==> src/rtl/ts_sync_pkg.sv <==
package ts_sync_pkg;
  typedef enum logic [1:0] {
    ST_HUNT = 2'd0,
    ST_CAND = 2'd1,
    ST_LOCK = 2'd2
  } sync_state_e;
endpackage

==> src/rtl/ts_sync_pos_ctr.sv <==
module ts_sync_pos_ctr #(
  parameter int unsigned LEN_W = 8
) (
  input  logic             clk_i,
  input  logic             rst_ni,
  input  logic [LEN_W-1:0] len_i,
  input  logic             clr_i,
  input  logic             load_i,
  input  logic             inc_i,
  output logic             at_bnd_o
);
  logic [LEN_W-1:0] pos_q;

  always_ff @(posedge clk_i or negedge rst_ni) begin
    if (!rst_ni)     pos_q <= '0;
    else if (clr_i)  pos_q <= '0;
    else if (load_i) pos_q <= LEN_W'(1);
    else if (inc_i)  pos_q <= pos_q + LEN_W'(1);
  end

  // next valid byte sits on the expected sync position
  assign at_bnd_o = (pos_q == len_i);

  p_pos_in_range_r5: assert property (@(posedge clk_i) disable iff (!rst_ni)
    pos_q <= len_i);
endmodule

==> src/rtl/ts_sync_run_ctr.sv <==
module ts_sync_run_ctr #(
  parameter int unsigned THR_W = 4
) (
  input  logic             clk_i,
  input  logic             rst_ni,
  input  logic             clr_i,
  input  logic             inc_i,
  output logic [THR_W-1:0] cnt_o
);
  logic [THR_W-1:0] cnt_q;

  always_ff @(posedge clk_i or negedge rst_ni) begin
    if (!rst_ni)                    cnt_q <= '0;
    else if (clr_i)                 cnt_q <= inc_i ? THR_W'(1) : '0;
    else if (inc_i && cnt_q != '1)  cnt_q <= cnt_q + THR_W'(1);
  end

  assign cnt_o = cnt_q;
endmodule

==> src/rtl/ts_sync_lock.sv <==
module ts_sync_lock
  import ts_sync_pkg::*;
#(
  parameter int unsigned DATA_W = 8,
  parameter int unsigned LEN_W  = 8,
  parameter int unsigned THR_W  = 4
) (
  input  logic              clk_i,
  input  logic              rst_ni,
  input  logic [DATA_W-1:0] sync_token_i,
  input  logic [LEN_W-1:0]  pkt_len_i,
  input  logic [THR_W-1:0]  lock_thr_i,
  input  logic [THR_W-1:0]  drop_thr_i,
  input  logic [DATA_W-1:0] byte_i,
  input  logic              byte_vld_i,
  output logic [DATA_W-1:0] data_o,
  output logic              sop_o,
  output logic              pkt_vld_o,
  output logic              lock_o
);
  localparam int unsigned CW = THR_W + 1;

  sync_state_e state_q, state_d;
  logic [THR_W-1:0] hit_cnt, miss_cnt, lthr, dthr;
  logic tok, at_bnd, hit_reach, miss_reach;
  logic pos_clr, pos_load, pos_inc;
  logic hit_clr, hit_inc, miss_clr, miss_inc;
  logic fwd, sop;

  assign tok        = (byte_i == sync_token_i);
  assign lthr       = (lock_thr_i == '0) ? THR_W'(1) : lock_thr_i;
  assign dthr       = (drop_thr_i == '0) ? THR_W'(1) : drop_thr_i;
  assign hit_reach  = ({1'b0, hit_cnt}  + CW'(1)) >= {1'b0, lthr};
  assign miss_reach = ({1'b0, miss_cnt} + CW'(1)) >= {1'b0, dthr};

  ts_sync_pos_ctr #(.LEN_W(LEN_W)) u_pos (
    .clk_i, .rst_ni, .len_i(pkt_len_i),
    .clr_i(pos_clr), .load_i(pos_load), .inc_i(pos_inc), .at_bnd_o(at_bnd)
  );

  ts_sync_run_ctr #(.THR_W(THR_W)) u_hit (
    .clk_i, .rst_ni, .clr_i(hit_clr), .inc_i(hit_inc), .cnt_o(hit_cnt)
  );

  ts_sync_run_ctr #(.THR_W(THR_W)) u_miss (
    .clk_i, .rst_ni, .clr_i(miss_clr), .inc_i(miss_inc), .cnt_o(miss_cnt)
  );

  always_comb begin
    state_d  = state_q;
    fwd      = 1'b0;
    sop      = 1'b0;
    pos_clr  = 1'b0;
    pos_load = 1'b0;
    pos_inc  = 1'b0;
    hit_clr  = 1'b0;
    hit_inc  = 1'b0;
    miss_clr = 1'b0;
    miss_inc = 1'b0;
    if (byte_vld_i) begin
      unique case (state_q)
        ST_HUNT: begin
          if (tok) begin
            pos_load = 1'b1;
            hit_clr  = 1'b1;
            hit_inc  = 1'b1;
            miss_clr = 1'b1;
            if (lthr == THR_W'(1)) begin
              state_d = ST_LOCK;
              fwd     = 1'b1;
              sop     = 1'b1;
            end else begin
              state_d = ST_CAND;
            end
          end else begin
            pos_clr = 1'b1;
          end
        end
        ST_CAND: begin
          if (!at_bnd) begin
            pos_inc = 1'b1;
          end else if (tok) begin
            pos_load = 1'b1;
            hit_inc  = 1'b1;
            if (hit_reach) begin
              state_d  = ST_LOCK;
              fwd      = 1'b1;
              sop      = 1'b1;
              miss_clr = 1'b1;
            end
          end else begin
            // wrong byte at expected spacing: restart search
            state_d = ST_HUNT;
            pos_clr = 1'b1;
            hit_clr = 1'b1;
          end
        end
        ST_LOCK: begin
          if (!at_bnd) begin
            fwd     = 1'b1;
            pos_inc = 1'b1;
          end else if (tok) begin
            fwd      = 1'b1;
            sop      = 1'b1;
            pos_load = 1'b1;
            miss_clr = 1'b1;
          end else if (miss_reach) begin
            state_d  = ST_HUNT;
            pos_clr  = 1'b1;
            hit_clr  = 1'b1;
            miss_clr = 1'b1;
          end else begin
            // tolerated miss: keep flywheel alignment
            fwd      = 1'b1;
            sop      = 1'b1;
            pos_load = 1'b1;
            miss_inc = 1'b1;
          end
        end
        default: state_d = ST_HUNT;
      endcase
    end
  end

  always_ff @(posedge clk_i or negedge rst_ni) begin
    if (!rst_ni) begin
      state_q   <= ST_HUNT;
      data_o    <= '0;
      sop_o     <= 1'b0;
      pkt_vld_o <= 1'b0;
    end else begin
      state_q   <= state_d;
      sop_o     <= sop;
      pkt_vld_o <= fwd;
      if (fwd) data_o <= byte_i;
    end
  end

  assign lock_o = (state_q == ST_LOCK);

  p_sop_has_vld_r5: assert property (@(posedge clk_i) disable iff (!rst_ni)
    sop_o |-> pkt_vld_o);
  p_fwd_only_locked_r2: assert property (@(posedge clk_i) disable iff (!rst_ni)
    pkt_vld_o |-> lock_o);
  p_lock_starts_sop_r3: assert property (@(posedge clk_i) disable iff (!rst_ni)
    $rose(lock_o) |-> (sop_o && pkt_vld_o));
  p_drop_silent_r6: assert property (@(posedge clk_i) disable iff (!rst_ni)
    $fell(lock_o) |-> !pkt_vld_o);
  p_idle_no_out_r8: assert property (@(posedge clk_i) disable iff (!rst_ni)
    !byte_vld_i |=> !pkt_vld_o);
  p_miss_below_thr_r7: assert property (@(posedge clk_i) disable iff (!rst_ni)
    lock_o |-> (miss_cnt < dthr));
  p_cand_hits_r4: assert property (@(posedge clk_i) disable iff (!rst_ni)
    (state_q == ST_CAND) |-> (hit_cnt != '0 && hit_cnt < lthr));
endmodule

==> config.mk <==
export PLATFORM = sky130hd
export DESIGN_NAME = ts_sync_lock
export DESIGN_NICKNAME = d
export VERILOG_FILES = /design/src/rtl/ts_sync_pkg.sv /design/src/rtl/ts_sync_pos_ctr.sv /design/src/rtl/ts_sync_run_ctr.sv /design/src/rtl/ts_sync_lock.sv
export SDC_FILE = /design/constraint.sdc
export NUM_CORES = 1
export LEC_CHECK = 0
export BUFFER_PORTS_ARGS = -buffer_cell sky130_fd_sc_hd__buf_2
export CELL_PAD_IN_SITES_DETAIL_PLACEMENT = 0
export CELL_PAD_IN_SITES_GLOBAL_PLACEMENT = 1
export CORE_MARGIN = 10
export CORE_UTILIZATION = 44
export DETAILED_ROUTE_END_ITERATION = 7
export PLACE_DENSITY = 0.95
export SKIP_LAST_GASP = 1
export SYNTH_ARGS = -nofsm -noshare
export SYNTH_HDL_FRONTEND = slang
export SYNTH_SLANG_ARGS = --single-unit
==> constraint.sdc <==
create_clock -name clk_i -period 5.4 [get_ports clk_i]
set_input_delay 1.08 -clock clk_i [delete_from_list [all_inputs] [get_ports clk_i]]
set_output_delay 1.08 -clock clk_i [all_outputs]
set_load 0.01 [all_outputs]
* Word-level counts from Yosys, hierarchy flattened
Cells that the tools add are included.
** Word-level totals
- Register bits :: 28
- Input bits :: 35
- Output and inout port bits :: 11
- Word-level logic and storage cells :: 96
** Cells by class
- Add/subtract/negate cells :: 5
- Magnitude comparators :: 2
- Equality and inequality tests :: 13
- Multiplexer cells :: 59
- Reductions and logical operators :: 10
** Operators by type and width (count)
- 2-to-1 mux 1 bit :: 34
- 2-to-1 mux 4 bit :: 6
- 2-to-1 mux 8 bit :: 3
- one-hot mux 1 bit (3 select lines) :: 6
- equality test 8 bit :: 2
- 2-to-1 mux 2 bit :: 8
- adder 4 x 1 -> 5 bit (second input constant) :: 2
- >= comparator 5 x 4 -> 1 bit :: 2
- adder 4 x 1 -> 4 bit (second input constant) :: 2
- adder 8 x 1 -> 8 bit (second input constant) :: 1
- zero test 4 bit :: 2
- inequality test 4 bit (second input constant) :: 2
- AND reduction 7 bit :: 1
- inequality test 2 bit (second input constant) :: 3
- one-hot mux 2 bit (3 select lines) :: 1
- equality test 4 x 1 -> 1 bit (second input constant) :: 1
- inequality test 2 x 1 -> 1 bit (second input constant) :: 2
- nonzero test 2 bit :: 2
- inequality test 3 bit (second input constant) :: 1
- nonzero test 3 bit :: 1
- equality test 2 x 1 -> 1 bit (second input constant) :: 1
- equality test 2 bit (second input constant) :: 1
- logical AND 1 bit :: 2
- zero test 2 bit :: 1
- other kinds (2) :: 2

* Depth between registers and ports, before layout
Gate-level depths: netlist of run 1.
- Depth after elaboration :: 11
- Gate-level depth with buffers :: 10

* Cells and area by module
A second synthesis of run 1 with hierarchy kept.
** Second synthesis, totals
- Cell total of the unflattened synthesis :: 244
- Area, all modules :: 2248.4 sq um
** By module, submodules not included
- ts_sync_lock :: times used 1, cells each 149, area an instance 1330.0 sq um
- ts_sync_pos_ctr :: times used 1, cells each 51, area an instance 485.5 sq um
- ts_sync_run_ctr :: times used 2, cells each 22, area an instance 216.5 sq um

* Worst setup path before layout of run 1
No wires, ideal clock.
- Kind :: in2reg
- Start point :: input port lock_thr_i[1]
- End point :: register data_o[0]
- Arrival :: 3.198 ns
- Data required time :: 5.275 ns
- Slack :: 2.077 ns
- Stages on the path :: 9
- Buffers on the path :: 0
- Path through :: nor3_1 or2_2 ha_1 nand2b_1 a211oi_1 o21ai_0 a32o_1 a31oi_4 mux2_2
** On the way
- Word-level cells in the longest chain between the ends :: 8
- Elaborated cells on any way between the ends :: 11
** RTL lines
- from (decl) :: line ts_sync_lock.sv:12 : input logic [THR_W-1:0] lock_thr_i,
- zero test 4 bit :: line ts_sync_lock.sv:31 : assign lthr = (lock_thr_i == '0) ? THR_W'(1) : lock_thr_i;
- 2-to-1 mux 4 bit * :: line ts_sync_lock.sv:31
- >= comparator 5 x 4 -> 1 bit :: line ts_sync_lock.sv:33 : assign hit_reach = ({1'b0, hit_cnt} + CW'(1)) >= {1'b0, lthr};
- 2-to-1 mux 1 bit :: line ts_sync_lock.sv:85 : if (hit_reach) begin
- 2-to-1 mux 1 bit :: line ts_sync_lock.sv:82 : end else if (tok) begin
- 2-to-1 mux 1 bit :: line ts_sync_lock.sv:80 : if (!at_bnd) begin
- one-hot mux 1 bit (3 select lines) * :: line ts_sync_lock.sv:61 : unique case (state_q)
- 2-to-1 mux 1 bit * :: line ts_sync_lock.sv:60 : if (byte_vld_i) begin
- to (signal assigned) :: line ts_sync_lock.sv:135 : if (fwd) data_o <= byte_i;
- to (decl) :: line ts_sync_lock.sv:16 : output logic [DATA_W-1:0] data_o,
Mark *: on every way between the ends. The rest lies on a longest branch, timed or not.
A chain may end at the register's enable or synchronous reset.

* Worst setup path in the final report of run 1
- Start point :: input port lock_thr_i[1]
- End point :: register data_o[3]
Same word-level chain as after synthesis.

==> summary.md, run 1 <==
| Metric | Value |
|---|---|
| N_diodes | `0` |
| RePlAce Congestion | `0.845` |
| CP max-delay cell | `nor3_1` |
| Initial antenna violation count | `0` |
| Routed Antenna Nets | `0` |
| Reg2Reg Setup Slack | `2.63 ns` |
| Row count | `24` |
| Share of cells above drive strength 1 | `26.5%` |
| Synth Area per Inst | `9.48 µm²` |
| CTS root buf | `clkbuf_8` |
| Vias in the first global route | `1682` |
| DRT iter0 DRCs | `136` |
| Hold buffers post-CTS | `0` |
| Setup-failing EPs final | `0` |
| LEAKAGE | `1.13 nW` |
| Synth async-reset ratio | `100%` |
| Hold Vio Cnt, Final | `0` |
| Skew final | `0.00113 ns` |
| Reg2reg path depth | `7` |
| End of the critical path | `data_o[3]$_DFFE_PN0P_` |
| Pre-CTS WS | `1.69 ns` |
| CP Capture Type | `register` |
| Dominant cells by area after synthesis | `dfrtp_1, xor2_1, ha_1` |
| Layout Nets | `305` |
| Total grt overflow | `0` |
| Crit path cell chain | `buf_2 > nor3_1 > or2_2 > ha_1 > nand2b_1 > a211oi_1 > o21ai_0 > a32o_1 > a31oi_4 > mux2_2` |
| Worst-path clk slew | `0.09 ns` |
| Fillcell total | `409` |
| Clock latency on the worst-skew pair | `0.27 ns` |
| Synthesized net count | `261` |
| Postcts setup bufs | `0` |
| CTS tree | `yes` |
| Initial Utilization | `45.6%` |
| Predominant post-synthesis flop cell | `dfrtp_1` |
| R2R Path Start | `u_miss.cnt_o[0]$_DFFE_PN0P_` |
| RR Endpoint | `u_miss.cnt_o[3]$_DFFE_PN0P_` |
| Slack of the critical path | `1.94 ns` |
| Port Buffers | `45` |
| CTS max path bufs | `2` |
| Final Max Tran Viols | `0` |
| Pwr dens | `324 nW/µm²` |
| Sum of negative setup slack | `0 ns` |
| Die H | `87.4 µm` |
| Die width | `87.4 µm` |
| Worst-margin pin slew | `0.634 ns` |
| Total Wirelength | `4.47 mm` |
| Commonest non-fill, non-tap cell in the layout | `buf_2` |
| Synth Instances | `211` |
| HP Class | `register to register` |
| Synthesized area | `2000 µm²` |
| Area leader, netlist | `dfrtp_1` |
| Yosys top cell area share | `35.0%` |
| Synthesized flop and latch total | `28` |
| WL/cell | `14.6 µm` |
| CTS Buf Count | `3` |
| Required @ worst endpoint | `5.57 ns` |
| WHS | `0.507 ns` |
| Unrepaired setup endpoints after global routing | `false` |
| Min Tclk post-route | `3.46 ns` |
| Synth warn | `0` |
| Number of remaining DRC errors | `0` |
| Area growth, synth to finish | `15.2%` |
| Critical path class | `input port to register` |
| Largest net degree at the start of global routing | `29` |
| Core region area | `4380 µm²` |
| Outcome | `finished clean` |
| Max stage delay on crit path | `0.38 ns` |
| Max-Cap Viols | `0` |
| DP HPWL | `3.67 mm` |
| Die ar. | `7640 µm²` |
| Element type at the critical path start | `input port` |
| Final period util | `64.1%` |
| Clock sinks | `28` |
| CTS resizes | `0` |
| CP Max Fanout | `9` |
| Worst Setup SP | `lock_thr_i[1]` |
| First-pass GRT wire length | `7.53 mm` |
| FMAX | `289 MHz` |
| Gr usage total | `12.0%` |
| Rel. slew slack | `57.7%` |
| IO Count | `46` |
| WHS Path Cells | `1` |
| Number of flops mapped to enable cells by yosys | `0` |
| Via-to-Cell Ratio | `5.47` |
| Crit path DAT | `3.63 ns` |
| Register area share after synthesis | `35.0%` |
| DRT Pass-1 Iters | `4` |
| Most frequent cells in the layout | `buf_2, dfrtp_1, xor2_1, nor2_1, ha_1` |
| Vias | `1668` |
| VDD IR-drop max | `218 µV` |
| H-tree levels | `1` |
| Synth unique cells | `38` |
## worst min-delay path by stage
stage          slack [ns]                         from                          end
6_report             0.51        data_o[0]$_DFFE_PN0P_        data_o[0]$_DFFE_PN0P_
3_3_place_gp         0.48        data_o[4]$_DFFE_PN0P_        data_o[4]$_DFFE_PN0P_
2_1_floorplan        0.50  u_miss.cnt_o[0]$_DFFE_PN0P_  u_miss.cnt_o[0]$_DFFE_PN0P_
3_5_place_dp         0.49        data_o[0]$_DFFE_PN0P_        data_o[0]$_DFFE_PN0P_
4_1_cts              0.51        data_o[0]$_DFFE_PN0P_        data_o[0]$_DFFE_PN0P_
5_1_grt              0.54        data_o[7]$_DFFE_PN0P_        data_o[7]$_DFFE_PN0P_
## area by class of cell
cell class,count,area (µm²),area share [%]
Timing Repair Buffer,45,225,9.77
Multi-Input combinational cell,165,1230,53.3
Tap cell,52,65.1,2.82
Clock buffer,3,41.3,1.79
Sequential cell,28,701,30.4
Inverter,12,45.0,1.95
## cell usage after synthesis (2+ instances only)
cell type,n
or3_1,2
a31oi_1,6
and3_1,2
mux2_2,8
nor4_1,4
ha_1,15
clkbuf_1,2
a211oi_1,5
dfrtp_1,28
buf_2,3
xnor2_1,5
nand3_1,8
nor2_1,16
nand2b_1,5
o21ai_0,11
inv_1,12
or2_2,2
nor3_1,5
nand4_1,3
mux2i_1,6
and2_2,2
nand2_1,9
a311oi_1,2
nor4_4,2
o31ai_1,3
xor2_1,23
a21oi_1,11
## critical path: cells and delay by family
kind | cells | cell delay (ns)
AOI/OAI and AO/OA | 4 | 1.14
buffers and inverters | 1 | 0.10
muxes | 1 | 0.38
adders and majority gates | 1 | 0.21
and+or+nand+nor | 3 | 0.71
## routing by layer
layer / vias up / track usage (%) / wire, µm
met1: 780 / 13.7 / 1900
li1: 840 / - / -
met4: 0 / 4.20 / 61
met5: - / 0 / 0
met2: 43 / 21.2 / 2270
met3: 5 / 2.43 / 238
## metrics by stage
step	instance area, µm²	power, W	std cells	util [%]
floorplan	2000	0.000528	211	-
global placement	2260	0.000628	302	51.6
detailed placement	2260	0.000639	302	51.6
CTS	2300	0.000754	305	52.6
global route	2300	0.000811	305	52.6
finish	2300	0.000748	305	52.6
## logic make-up after synthesis
family,count (synthesis),share of synthesized area (%)
AND/OR/NAND/NOR,65,18.3
AO/OA/AOI/OAI,43,13.9
XOR/XNOR,28,12.3
flip-flops,28,35.0
buffers and inverters,18,3.63
adder cells (fa/ha/maj),15,9.38
multiplexers,14,7.50
## where the power goes
part / switching [W] / internal [W] / total (W)
logic: 0.000199 / 0.000138 / 0.000337
clock network: 0.0000631 / 0.0000502 / 0.000113
registers: 0.0000390 / 0.000259 / 0.000298
total: 0.000301 / 0.000447 / 0.000748
## flip-flops by register name, indices dropped and copies added, names as in the netlist
| register | flops |
|---|---|
| data_o | 8 |
| pkt_vld_o | 1 |
| sop_o | 1 |
| state_q | 2 |
| u_hit.cnt_o | 4 |
| u_miss.cnt_o | 4 |
| u_pos.pos_q | 8 |
No activity file was read; power rests on OpenSTA's default activity.
==> inputs of run 2 (changes only) <==
--- a/config.mk
+++ b/config.mk
@@ -5,13 +5,14 @@
 export SDC_FILE = /design/constraint.sdc
 export NUM_CORES = 1
 export LEC_CHECK = 0
+export ABC_AREA = 1
 export BUFFER_PORTS_ARGS = -buffer_cell sky130_fd_sc_hd__buf_2
 export CELL_PAD_IN_SITES_DETAIL_PLACEMENT = 0
 export CELL_PAD_IN_SITES_GLOBAL_PLACEMENT = 1
 export CORE_MARGIN = 10
-export CORE_UTILIZATION = 44
+export CORE_UTILIZATION = 39
 export DETAILED_ROUTE_END_ITERATION = 7
-export PLACE_DENSITY = 0.95
+export PLACE_DENSITY = 0.9
 export SKIP_LAST_GASP = 1
 export SYNTH_ARGS = -nofsm -noshare
 export SYNTH_HDL_FRONTEND = slang
==> constraint.sdc (replaced) <==
create_clock -name clk_i -period 3.4 [get_ports clk_i]
set_input_delay 0.68 -clock clk_i [delete_from_list [all_inputs] [get_ports clk_i]]
set_output_delay 0.68 -clock clk_i [all_outputs]
set_load 0.01 [all_outputs]
==> run 2 against run 1 <==
Against the previous run: register-to-register slack worse by 1.7 ns; global-route usage down 0.78 points; final cell count up 46%; worst hold slack worse by 0.095 ns; critical path type is now register to register; sequential share of layout area down 3.7 points; critical path depth up 2; combinational power up 27%; utilization down 5.6 points; critical endpoint is now u_pos.pos_q[3]$_DFFE_PN0P_; synthesized cell count up 54%; worst setup slack worse by 0.96 ns; via count up 22%.
==> summary.md, run 2 <==
| Metric | Value |
|---|---|
| Die width | `96.1 µm` |
| RR Endpoint | `u_pos.pos_q[3]$_DFFE_PN0P_` |
| Dominant cells by area after synthesis | `dfrtp_1, nand2_1, inv_1` |
| Most frequent cell after synthesis | `nand2_1` |
| DP HPWL | `4.06 mm` |
| R2R Path Start | `u_miss.cnt_o[0]$_DFFE_PN0P_` |
| H-tree levels | `1` |
| CTS max path bufs | `2` |
| Core region area | `5570 µm²` |
| Worst-path clk slew | `0.09 ns` |
| Max-Cap Viols | `0` |
| Initial antenna violation count | `0` |
| Hold Vio Cnt, Final | `0` |
| Final period util | `71.3%` |
| Die H | `96.1 µm` |
| Element type at the critical path start | `register` |
| CTS resizes | `0` |
| Predominant post-synthesis flop cell | `dfrtp_1` |
| Vias | `2038` |
| Outcome | `finished clean` |
| Synthesized flop and latch total | `28` |
| Reg2Reg Setup Slack | `0.97 ns` |
| Pre-CTS WS | `0.796 ns` |
| CP Max Fanout | `7` |
| Crit path DAT | `2.63 ns` |
| CTS root buf | `clkbuf_8` |
| FMAX | `412 MHz` |
| HP Class | `input port to asynchronous set/reset pin` |
| Routed Antenna Nets | `0` |
| Setup-failing EPs final | `0` |
| Comb pwr share | `40.3%` |
| Final Max Tran Viols | `0` |
| LEAKAGE | `1.61 nW` |
| Clock sinks | `28` |
| Worst-margin pin slew | `0.622 ns` |
| Postcts setup bufs | `0` |
| N_diodes | `0` |
| Reg power frac | `41.0%` |
| CP dominant cell by count | `nor2_1` |
| Synth async-reset ratio | `100%` |
| Max stage delay on crit path | `0.44 ns` |
| Clock latency on the worst-skew pair | `0.27 ns` |
| IO Count | `46` |
| Number of remaining DRC errors | `0` |
| Vias in the first global route | `2067` |
| Synthesized area | `2260 µm²` |
| Largest net degree at the start of global routing | `29` |
| Hold buffers post-CTS | `0` |
| Skew final | `0.00442 ns` |
| Synth warn | `0` |
| Required @ worst endpoint | `3.60 ns` |
| Synthesized net count | `374` |
| Row count | `27` |
| CTS tree | `yes` |
| Register area share after synthesis | `31.0%` |
| CP Capture Type | `register` |
| Power share of the clock group | `18.8%` |
| Synth Instances | `324` |
| Total grt overflow | `0` |
| RePlAce Congestion | `0.870` |
| Unrepaired setup endpoints after global routing | `false` |
| Number of flops mapped to enable cells by yosys | `0` |
| Min Tclk post-route | `2.43 ns` |
| Reg2reg path depth | `12` |
| Synth Area per Inst | `6.98 µm²` |
| Pwr dens | `406 nW/µm²` |
| Top flop regs | `data_o (8), u_pos.pos_q (8)` |
| DRT iter0 DRCs | `61` |
| Synth unique cells | `31` |
| CP max-delay cell | `dfrtp_1` |
| Sum of negative setup slack | `0 ns` |
| Area growth, synth to finish | `15.9%` |
| Commonest non-fill, non-tap cell in the layout | `nand2_1` |
| Critical path class | `register to register` |
| Via-to-Cell Ratio | `4.59` |
| Die ar. | `9240 µm²` |
| Area leader, netlist | `dfrtp_1` |
| VDD IR-drop max | `299 µV` |
| Crit path cell chain | `ha_1 > xor2_1 > ha_1 > nand2_1 > nand3b_1 > nor2_1 > nor2_1 > o21ai_0 > inv_1 > o21ai_1 > nand2_1 > nor2_1` |
| Layout Nets | `423` |
| Total Wirelength | `4.86 mm` |
| DRT Pass-1 Iters | `4` |
| Slack of the critical path | `0.974 ns` |
| Rel. slew slack | `58.5%` |
| CTS Buf Count | `3` |
| Sw frac | `38.0%` |
| Port Buffers | `45` |
| WL/cell | `10.9 µm` |
| Top cells by count, synth | `nand2_1, inv_1, dfrtp_1` |
| Share of cells above drive strength 1 | `24.2%` |
| Gr usage total | `11.2%` |
| Initial Utilization | `40.6%` |
| Yosys top cell area share | `31.0%` |
| Most frequent cells in the layout | `nand2_1, inv_1, buf_2, dfrtp_1, nor2_1` |
| P_sw | `0.000404 W` |
| Internal | `0.000660 W` |
| First-pass GRT wire length | `8.65 mm` |
-- run 2: cell count changes in the layout (fill, tap and decap cells not counted), sizes merged, moves of 6 or more --
cell	change
a31oi	-7
xor2	-12
a21oi	-10
nand3	+14
nor2	+13
inv	+51
nor4	-6
nand2	+104
mux2	-8
mux2i	-6
-- run 2: worst max-delay path by stage --
stage                                           start                          to  depth (start not counted)
after floorplan                         lock_thr_i[1]       data_o[7]$_DFFE_PN0P_                         15
after global placement                  lock_thr_i[1]       data_o[4]$_DFFE_PN0P_                         15
after global routing      u_miss.cnt_o[0]$_DFFE_PN0P_  u_pos.pos_q[6]$_DFFE_PN0P_                         12
after detailed placement                lock_thr_i[1]       data_o[1]$_DFFE_PN0P_                         15
after CTS                 u_miss.cnt_o[0]$_DFFE_PN0P_  u_pos.pos_q[3]$_DFFE_PN0P_                         12
final                     u_miss.cnt_o[0]$_DFFE_PN0P_  u_pos.pos_q[3]$_DFFE_PN0P_                         12
-- run 2: layer usage --
layer  vias up  share of wire (%)  global-route usage [%]
li1       1087                  -                       -
met1       904                 44                    13.1
met2        45                 48                    19.8
met3         2                7.6                    3.81
met4         0               0.43                    1.11
met5         -                  0                       0
-- run 2: cell type report --
| cell class | instances | area (µm²) |
|---|---|---|
| sequential | 28 | 701 |
| tap | 72 | 90.1 |
| fill | 589 | 2950 |
| multi-input combinational | 231 | 1310 |
| clock buffer | 4 | 55.1 |
| inverter | 64 | 240 |
| timing repair buffer | 45 | 225 |
-- run 2: metrics by stage --
stage	area (µm²)	hold slack [ns]	instances	util (%)	total power [W]
after floorplan	2260	0.384	324	-	0.000738
after global placement	2560	0.470	440	46.0	0.000872
after detailed placement	2560	0.469	440	46.0	0.000880
after CTS	2620	0.438	444	47.0	0.00108
after global routing	2620	0.460	444	47.0	0.00117
final	2620	0.413	444	47.0	0.00106
-- run 2: kinds of logic after synthesis --
kind of cell	count (synthesis)	synth area share, %
AOI/OAI and AO/OA	26	8.74
xor gates and xnor gates	15	5.81
adders and majority gates	15	8.30
buffers and inverters	65	11.1
DFF	28	31.0
and+or+nand+nor	175	35.0
-- run 2: worst max-delay path, delay by kind of cell (launching register included) --
family          cells  cell delay (ns)
simple gates        6             0.73
fa+ha+maj           2             0.56
flops               1             0.44
compound gates      2             0.39
xor+xnor            1             0.17
buf+inv             1             0.07
-- run 2: power by group through the flow --
stage / logic (W) / clock network [W] / registers, W
2_1_floorplan: 0.000282 / 0 / 0.000455
3_3_place_gp: 0.000428 / 0 / 0.000444
3_5_place_dp: 0.000438 / 0 / 0.000442
4_1_cts: 0.000439 / 0.000209 / 0.000437
5_1_grt: 0.000499 / 0.000222 / 0.000446
6_report: 0.000429 / 0.000200 / 0.000436
==> inputs of run 3 (changes only) <==
--- a/config.mk
+++ b/config.mk
@@ -5,14 +5,14 @@
 export SDC_FILE = /design/constraint.sdc
 export NUM_CORES = 1
 export LEC_CHECK = 0
-export ABC_AREA = 1
+export ABC_AREA = 0
 export BUFFER_PORTS_ARGS = -buffer_cell sky130_fd_sc_hd__buf_2
 export CELL_PAD_IN_SITES_DETAIL_PLACEMENT = 0
 export CELL_PAD_IN_SITES_GLOBAL_PLACEMENT = 1
 export CORE_MARGIN = 10
-export CORE_UTILIZATION = 39
+export CORE_UTILIZATION = 37
 export DETAILED_ROUTE_END_ITERATION = 7
-export PLACE_DENSITY = 0.9
+export PLACE_DENSITY = 0.86
 export SKIP_LAST_GASP = 1
 export SYNTH_ARGS = -nofsm -noshare
 export SYNTH_HDL_FRONTEND = slang
==> constraint.sdc (replaced) <==
create_clock -name clk_i -period 2.1 [get_ports clk_i]
set_input_delay 0.42 -clock clk_i [delete_from_list [all_inputs] [get_ports clk_i]]
set_output_delay 0.42 -clock clk_i [all_outputs]
set_load 0.01 [all_outputs]
==> run 3 against run 2 <==
Against the previous run: the flow now finishes with violations (setup timing); highest routed layer unchanged; power is 120% higher; first-iteration DRC count is 18% lower; worst setup slack worse by 1.3 ns; sequential share of layout area is 4.8 points lower; count of clock-buffer cells in the layout is 1 lower; final cell count is 13% lower; die area is 5.3% lower; via count is 5.2% lower; sequential power is 72% higher; critical path depth is 1 lower; sequential cell count stayed put; non-clock buffer count is 63 higher.
==> summary.md, run 3 (synthesis results as in run 1) <==
| Metric | Value |
|---|---|
| Clock latency on the worst-skew pair | `0.27 ns` |
| Unrepaired setup endpoints after global routing | `true` |
| Final core utilization | `61.8%` |
| Clock sinks | `28` |
| Post-route cell area | `3200 µm²` |
| Final period util | `114%` |
| DP HPWL | `4.24 mm` |
| Worst-path clk slew | `0.09 ns` |
| Routed Antenna Nets | `0` |
| Core region area | `5170 µm²` |
| Min Tclk post-route | `2.40 ns` |
| CP Capture Type | `register` |
| CTS root buf | `clkbuf_8` |
| Crit path cell chain | `buf_6 > nor3_4 > or2_4 > ha_4 > nand2b_4 > a211oi_4 > o21ai_2 > a32o_2 > a31oi_4 > clkbuf_16 > mux2_4` |
| Critical path class | `input port to register` |
| Total grt overflow | `0` |
| IO Count | `46` |
| Total Wirelength | `5.52 mm` |
| Element type at the critical path start | `input port` |
| H-tree levels | `1` |
| HP Class | `input port to asynchronous set/reset pin` |
| CTS tree | `yes` |
| Largest net degree at the start of global routing | `29` |
| Layout Nets | `368` |
| Vias | `1933` |
| Violated checks | `setup timing` |
| Die ar. | `8750 µm²` |
| Via-to-Cell Ratio | `5.01` |
| CTS max path bufs | `2` |
| Required @ worst endpoint | `2.26 ns` |
| Initial Utilization | `38.7%` |
| Port Buffers | `45` |
| Worst-margin pin slew | `0.664 ns` |
| Pwr dens | `734 nW/µm²` |
| Buf/Inv on CP | `2` |
| RePlAce Congestion | `0.796` |
| Most frequent cells in the layout | `buf_4, buf_2, dfrtp_1, xor2_1, nor2_1` |
| Setup-failing EPs final | `18` |
| Area growth, synth to finish | `59.7%` |
| Crit path DAT | `2.56 ns` |
| LEAKAGE | `1.55 nW` |
| Sum of negative setup slack | `-3.49 ns` |
| Rel. slew slack | `55.7%` |
| Number of remaining DRC errors | `0` |
| Row count | `26` |
| Vias in the first global route | `2031` |
| Top flop regs | `data_o (8), u_pos.pos_q (8)` |
| CP Max Fanout | `4` |
| Die width | `93.5 µm` |
| CP max-delay cell | `a32o_2` |
| Slack of the critical path | `-0.296 ns` |
| Die H | `93.5 µm` |
| CTS Buf Count | `3` |
| Hold Vio Cnt, Final | `0` |
| Max stage delay on crit path | `0.30 ns` |
| Final Max Tran Viols | `0` |
| Max-Cap Viols | `0` |
| Placed inst area | `2820 µm²` |
| Cell family with most CP delay | `compound AO/OA/AOI/OAI gates` |
| DRT iter0 DRCs | `50` |
| First-pass GRT wire length | `9.09 mm` |
| Gr usage total | `12.4%` |
| WL/cell | `14.3 µm` |
| N_diodes | `0` |
| FMAX | `417 MHz` |
| Skew final | `0.00169 ns` |
| Outcome | `complete, but fails checks` |
| Tot Pwr | `0.00235 W` |
| VDD IR-drop max | `536 µV` |
| Initial antenna violation count | `0` |
| Commonest non-fill, non-tap cell in the layout | `buf_4` |
| DRT Pass-1 Iters | `4` |
| Share of cells above drive strength 1 | `54.4%` |
run 3: cell type report:
cell class	instances	area, µm²
clock buffer	3	41.3
fill	446	1980
inverter	12	45.0
multi-input combinational	165	1570
sequential	28	701
tap	70	87.6
timing repair buffer	108	752
run 3: per-layer routing:
metal	GRT usage, %	wire length, µm	vias to the layer above
met3	2.64	262	4
met1	15.3	2330	921
met2	21.3	2870	39
met5	0	0	-
li1	-	-	969
met4	3.67	52	0
run 3: report_power, final:
group          switching, W  internal, W
clock network      0.000157     0.000129
logic              0.000667     0.000644
registers         0.0000817     0.000666
total              0.000906      0.00144
run 3: worst paths after layout:
kind / endpoint / cells after the start / slack [ns] / start
worst max-delay path: data_o[4]$_DFFE_PN0P_ / 11 / -0.30 / lock_thr_i[3]
worst min-delay path: u_hit.cnt_o[1]$_DFFE_PN0P_ / 1 / 0.17 / rst_ni
worst max register to register: data_o[4]$_DFFE_PN0P_ / 9 / -0.30 / u_hit.cnt_o[0]$_DFFE_PN0P_
worst min register to register: data_o[3]$_DFFE_PN0P_ / 1 / 0.52 / data_o[3]$_DFFE_PN0P_
max in group asynchronous: u_pos.pos_q[3]$_DFFE_PN0P_ / 1 / 1.50 / rst_ni
min in group clk_i: data_o[1]$_DFFE_PN0P_ / 2 / 0.40 / byte_i[1]
run 3: timing repair:
item                       in CTS  in global routing
setup endpoints to repair      20                 21
cloned                          1                  0
setup buffers                   8                  3
pin swaps                      17                 19
resized for setup              24                 28
hold buffers                    0                  0
run 3: metrics by stage:
step | setup WS, ns | hold WS (ns) | cells
6_report | -0.296 | 0.171 | 386
5_1_grt | -0.377 | 0.208 | 386
4_1_cts | -0.329 | 0.177 | 386
3_5_place_dp | -0.499 | 0.483 | 376
3_3_place_gp | -0.450 | 0.479 | 376
2_1_floorplan | -0.337 | 0.124 | 211
